File: src/rtl/ccr_unit.sv
module ccr_unit #(
  parameter int RES_W = 16,
  parameter int NIB_W = 4
) (
  input  logic             clk,
  input  logic             rst_n,
  input  logic [2:0]       op_class,
  input  logic [RES_W-1:0] result,
  input  logic             alu_c,
  input  logic             alu_v,
  input  logic [NIB_W-1:0] nib_a,
  input  logic [NIB_W-1:0] nib_b,
  input  logic             nib_cin,
  input  logic             tap_we,
  input  logic [7:0]       tap_data,
  input  logic             rti_we,
  input  logic [7:0]       rti_data,
  input  logic             irq_ack,
  input  logic             xirq_ack,
  output logic [7:0]       ccr,
  output logic             irq_enable,
  output logic             xirq_enable
);
  localparam int B_S = 7, B_X = 6, B_H = 5, B_I = 4;
  localparam int B_N = 3, B_Z = 2, B_V = 1, B_C = 0;
  localparam logic [7:0] RST_VAL = 8'hD0;

  localparam logic [2:0] OP_ADD = 3'd1, OP_SUB = 3'd2, OP_LOG = 3'd3;
  localparam logic [2:0] OP_WIDE = 3'd4, OP_IDX = 3'd5;

  logic [NIB_W:0] nib_sum;
  logic           z8, z16;
  logic [7:0]     sw_byte, nxt;

  assign nib_sum = {1'b0, nib_a} + {1'b0, nib_b} + {{NIB_W{1'b0}}, nib_cin};
  assign z8      = (result[7:0] == 8'h00);
  assign z16     = (result == '0);
  assign sw_byte = rti_we ? rti_data : tap_data;

  always_comb begin
    nxt = ccr;
    case (op_class)
      OP_ADD: begin
        nxt[B_H] = nib_sum[NIB_W];
        nxt[B_N] = result[7];
        nxt[B_Z] = z8;
        nxt[B_V] = alu_v;
        nxt[B_C] = alu_c;
      end
      OP_SUB: begin
        nxt[B_N] = result[7];
        nxt[B_Z] = z8;
        nxt[B_V] = alu_v;
        nxt[B_C] = alu_c;
      end
      OP_LOG: begin
        nxt[B_N] = result[7];
        nxt[B_Z] = z8;
        nxt[B_V] = 1'b0;
      end
      OP_WIDE: begin
        nxt[B_N] = result[RES_W-1];
        nxt[B_Z] = z16;
        nxt[B_V] = alu_v;
        nxt[B_C] = alu_c;
      end
      OP_IDX:  nxt[B_Z] = z16;
      default: ;
    endcase
    if (rti_we || tap_we) begin
      nxt      = sw_byte;
      nxt[B_X] = ccr[B_X] & sw_byte[B_X];
    end
    if (irq_ack || xirq_ack) nxt[B_I] = 1'b1;
    if (xirq_ack)            nxt[B_X] = 1'b1;
  end

  always_ff @(posedge clk or negedge rst_n) begin
    if (!rst_n) ccr <= RST_VAL;
    else        ccr <= nxt;
  end

  assign irq_enable  = ~ccr[B_I];
  assign xirq_enable = ~ccr[B_X];

  logic unused_s;
  assign unused_s = ccr[B_S];
endmodule

File: config.mk
export PLATFORM = sky130hd
export DESIGN_NAME = ccr_unit
export DESIGN_NICKNAME = d
export VERILOG_FILES = /design/src/rtl/ccr_unit.sv
export SDC_FILE = /design/constraint.sdc
export NUM_CORES = 1
export LEC_CHECK = 0
export BUFFER_PORTS_ARGS = -buffer_cell sky130_fd_sc_hd__buf_2
export CAP_MARGIN = 20
export CORE_MARGIN = 3
export CORE_UTILIZATION = 33
export CTS_CLUSTER_SIZE = 12
export DETAILED_ROUTE_END_ITERATION = 10
export GPL_TIMING_DRIVEN = 0
export PLACE_DENSITY = 0.75
export SETUP_SLACK_MARGIN = 0.3
export SYNTH_ARGS = -nofsm -noshare
export SYNTH_HDL_FRONTEND = slang
export SYNTH_SLANG_ARGS = --single-unit
File: constraint.sdc
create_clock -name clk -period 0.8 [get_ports clk]
set_input_delay 0.12 -clock clk [delete_from_list [all_inputs] [get_ports clk]]
set_output_delay 0.12 -clock clk [all_outputs]
set_load 0.02 [all_outputs]
== Yosys cells after proc, flatten, opt, wreduce, memory -nomap -nowiden ==
Cells that the tools add are included.

* Bits in registers: 8
* Latch bits: 0
* RAM bits: 0
* Bits in read-only memories: 0
* Input port bits: 52
* Output and inout port bits: 10
* Logic and storage cells: 41
* Memories: 0

* Add/sub/neg operators: 2
* $mul: 0
* Div/mod/pow operators: 0
* Order comparisons: 0
* Equality and inequality tests: 5
* Shift-type cells: 0
* Mux-type cells: 9
* Bitwise operators: 3
* Reduce and logical (&&, ||, !) cells: 14

{| class="wikitable"
|+ Operator list
! kind !! number
|-
| $logic_not A16 Y1 || 1
|-
| $reduce_bool A3 Y1 || 3
|-
| $logic_not A8 Y1 || 1
|-
| $mux W8 || 1
|-
| $reduce_bool A2 Y1 || 4
|-
| $mux W7 || 1
|-
| $eq A3 B2 Y1 const B || 2
|-
| $eq A3 B3 Y1 const B || 2
|-
| $pmux W1 S2 || 3
|-
| $reduce_or A3 Y1 || 2
|-
| $add A4 B4 Y5 || 1
|-
| $add A5 B1 Y5 || 1
|-
| $mux W1 || 4
|-
| $eq A3 B1 Y1 const B || 1
|-
| $logic_or A1 B1 Y1 || 2
|-
| $not A1 Y1 || 2
|-
| $reduce_or A2 Y1 || 1
|-
| $and A1 B1 Y1 || 1
|}

== Depth between registers and ports, before layout ==
* Depth after elaboration: 5
* Mapped depth: 5
* Mapped depth without buffers: 5

== Worst setup path after synthesis ==
Ideal clock, no wire load.

* Kind: input to register
* From: in nib_a[0]
* To: reg ccr[5]
* Setup time: 0.110 ns
* Data arrival time: 1.043 ns
* Data required time: 0.690 ns
* Path slack: -0.353 ns
* Stages on the path: 5
* Buffers on the path: 0
* Cell sequence: ha_1 > a211o_1 > o2111ai_1 > and3_1 > o41ai_1

* Cells in the longest elaborated chain, start to end: 4

{| class="wikitable"
|+ RTL lines
! item !! line !! RTL
|-
| from (decl) || 11 || <nowiki>input logic [NIB_W-1:0] nib_a,</nowiki>
|-
| $add A4 B4 Y5 || 35 || <nowiki>assign nib_sum = {1'b0, nib_a} + {1'b0, nib_b} + {{NIB_W{1'b0}}, nib_cin};</nowiki>
|-
| $add A5 B1 Y5 || 35 ||
|-
| $mux W1 || 42 || <nowiki>case (op_class)</nowiki>
|-
| $mux W7 || 70 || <nowiki>if (rti_we || tap_we) begin</nowiki>
|-
| to (signal assigned) || 80 || <nowiki>else ccr <= nxt;</nowiki>
|-
| to (decl) || 20 || <nowiki>output logic [7:0] ccr,</nowiki>
|}

No other way between the ends. The select of a mux whose other input is x is not followed.
A chain may end at the register's enable or synchronous reset.

== Worst setup path in the final report ==
* From: reg ccr[6]
* To: out xirq_enable

* Cells in the longest elaborated chain, start to end: 1

{| class="wikitable"
|+ RTL lines
! item !! line !! RTL
|-
| $not A1 Y1 || 84 || <nowiki>assign xirq_enable = ~ccr[B_X];</nowiki>
|-
| to (decl) || 22 || <nowiki>output logic xirq_enable</nowiki>
|}

No other way between the ends.

==> results.py <==
metrics = {
    "outcome": {
        "violations": "setup timing",
        "run_status": "finished with violations",
    },
    "detailed_routing": {
        "drt_iter0_markers": 5,
        "drc": 0,
        "wirelength_mm": 2.19,
        "firstDrtPassIters": 4,
        "avgRoutedWirePerCell_microns": 12.6,
        "wl_met3_microns": 140,
        "wl_met2_mm": 1.20,
        "ant_nets": 0,
        "num_vias": 871,
        "wl_met1_microns": 825,
        "avgViaCountPerCell": 5.01,
        "top_layer_used": "met4",
    },
    "power_and_ir_drop": {
        "power_frac_comb_pct": 41.9,
        "vdd_drop_max_mv": 1.20,
        "p_sw_mw": 0.457,
        "seqPwrFrac_pct": 34.4,
        "finalPower_mw": 1.43,
        "switching_share_pct": 31.9,
        "intPower_mw": 0.974,
        "leakagePower_nw": 0.618,
        "powerDensity_nw_per_um2": 1140,
        "p_clk_share_pct": 23.7,
    },
    "logic_synthesis": {
        "synth-edff-count": 0,
        "synth_nets": 137,
        "synth_cells": 81,
        "synth_top_area_share_pct": 18.2,
        "synthArstFlopShare_pct": 100,
        "synth.area.top_cells": "dfrtp_1 (18%), dfstp_2 (11%), mux2i_1 (10%), ha_1 (7.3%), nand2_1 (5.5%)",
        "syn_area_sq_um": 688,
        "synth_cell_types": 33,
        "netlist_top_cells_count": "nand2_1 (10), mux2i_1 (7), nor2_1 (7)",
        "seq_area_frac_synth_pct": 29.6,
        "ys_warn_count": 0,
        "yosysMostFrequentCell": "nand2_1",
        "synthFlopType": "dfrtp_1",
        "ys_ff_latch": 8,
        "yosysTopAreaCell": "dfrtp_1",
        "synth_area_per_cell_sq_um": 8.50,
    },
    "floorplanning": {
        "die_h_microns": 51.7,
        "die_area_sq_um": 2670,
        "ios": 62,
        "die_x_microns": 51.7,
        "row_count": 15,
        "start_util_pct": 37.4,
        "core-area_sq_um": 1840,
    },
    "layout": {
        "regMostFlops": "ccr",
        "largest_reg_flops": 8,
        "areaGrowthSynthToFinish_pct": 82.5,
        "final_nets": 206,
        "largestRegisters": "ccr (8)",
        "num_antenna_cells": 0,
        "layout-drive-gt1-share_pct": 61.7,
    },
    "clock_network": {
        "cts_tree": "yes",
        "cts.root.buffer_cell": "clkbuf_4",
        "insertion_delay_ns": 0.26,
        "cts_made_buffers": 3,
        "clockBufferDepth": 2,
        "clkTransAtPathRegs_ns": 0.06,
        "h-tree-depth": 1,
        "cts_sinks": 8,
    },
    "critical_path": {
        "startpoint": "ccr[6]",
        "reg2reg_to": "ccr[3]",
        "startpoint_type": "flop",
        "r2r_start": "ccr[3]",
        "worstSetupEndpoint": "xirq_enable",
        "cpMaxStageDelayCell": "dfstp_2",
        "crit_required_ns": 0.68,
        "r2r.worst_path.cells": 4,
        "cpPeakStageDelay_ns": 0.56,
        "r2r_setup_slack_ns": -0.18,
        "cp_data_arrival_time_ns": 0.97,
        "path_class": "reg -> out",
        "crit_fanout": 2,
        "crit_chain": "inv_4, buf_6",
        "cp-end-kind": "primary output",
    },
    "sta": {
        "fmax_ghz": 0.918,
        "fin_tns_setup_ns": -2.52,
        "period_share_pct": 136,
        "finalCriticalPeriod_ns": 1.09,
        "setup_violations": 16,
        "fin_skew_ns": 0,
        "tightestPinTransition_ns": 0.439,
        "fin_hold_ws_ns": 0.0636,
        "rsz0062_at_grt": "true",
        "drv_slew": 0,
        "slew_headroom_pct": 70.5,
        "layout_setup_ws_ns": -0.289,
        "hold_violations": 0,
    },
    "placement": {
        "dp_slack_ns": -0.506,
        "port_buffers": 60,
        "place_hpwl_mm": 1.80,
        "globalplace.congestion": 0.762,
    },
    "global_route": {
        "grt_pass1_wl_mm": 3.43,
        "grt_antenna_before_repair": 0,
        "grt_usage_pct": 16.5,
        "grt_pass1_vias": 890,
        "grt_max_degree": 11,
        "grt_overflow": 0,
    },
    "flow_run": {
        "cap_violations": 0,
    },
    "worst_hold_path": {
        "hold_path.class": "in -> reg",
    },
}
-- cells in the final DEF (no fill, tap or decap), types with 2 or more instances in the layout --
master | Yosys | final
dfstp_2 | 3 | 3
o21ai_0 | 6 | 2
nor4_1 | 2 | 2
clkbuf_4 | 0 | 4
buf_6 | 0 | 17
mux2i_1 | 7 | 7
ha_1 | 4 | 2
a21oi_1 | 4 | 3
buf_2 | 2 | 45
a21oi_2 | 1 | 2
dfrtp_2 | 0 | 4
nor2_1 | 7 | 6
nand2_1 | 10 | 10
inv_1 | 5 | 3
buf_4 | 1 | 3
o211ai_1 | 2 | 2
inv_4 | 0 | 2
o21ai_1 | 0 | 3
nor3_1 | 4 | 2
-- power by group through the flow --
| stage | clock (mW) | combinational, mW | sequential [mW] |
|---|---|---|---|
| finish | 0.340 | 0.600 | 0.492 |
| global route | 0.381 | 0.652 | 0.496 |
| CTS | 0.357 | 0.575 | 0.489 |
| detailed placement | 0 | 0.478 | 0.487 |
| global placement | 0 | 0.461 | 0.486 |
| floorplan | 0 | 0.205 | 0.535 |
-- critical path, delay by kind of cell, from the launching register on --
kind / cells / cell delay, ns
flip-flops: 1 / 0.56
buffers and inverters: 2 / 0.16
-- cells by family (layout without fill, tap and decap cells) --
kind of cell | Yosys count | in the layout | synth area share, %
adders and majority gates | 5 | 5 | 8.73
buffers and inverters | 9 | 77 | 5.82
DFF | 8 | 8 | 29.6
muxes | 7 | 7 | 10.2
and+or+nand+nor | 30 | 30 | 21.5
AOI/OAI and AO/OA | 22 | 22 | 24.2
-- stage by stage --
stage	cells	cell area (sq um)	util [%]
global route	174	1260	68.3
global placement	166	1060	57.9
detailed placement	166	1060	57.9
floorplan	81	733	-
CTS	173	1220	66.5
finish	174	1260	68.3
-- cell type report --
type / instances / area, sq um
fillers: 158 / 583
multi-input cells: 64 / 504
repair buffers: 64 / 433
flip-flops and latches: 8 / 209
well taps: 25 / 31.3
plain buffers: 4 / 28.8
clock buffers: 4 / 26.3
inverters: 5 / 23.8
-- routing by layer --
layer	up-vias	track usage [%]
li1	446	-
met1	391	17.9
met2	32	31.1
met3	2	4.58
met4	0	4.37
met5	-	0
-- what timing repair did --
item | CTS | global route
pin swaps | 6 | 2
setup buffers | 2 | 1
hold buffers | 1 | 0
gates resized for setup | 30 | 6
hold endpoints to repair | 8 | 0
setup endpoints to repair | 18 | 21
-- how the worst min path moves through the flow --
stage | end | from | slack [ns] | cells past startpoint
after global placement | ccr[3] | rst_n | -0.03 | 1
after CTS | ccr[7] | rti_data[7] | 0.06 | 3
after detailed placement | ccr[3] | rst_n | -0.03 | 1
after global routing | ccr[5] | rti_data[5] | 0.06 | 3
after floorplan | ccr[0] | rst_n | -0.18 | 0
final | ccr[7] | rti_data[7] | 0.06 | 3
Note: power is estimated with default switching activity, not from simulation.
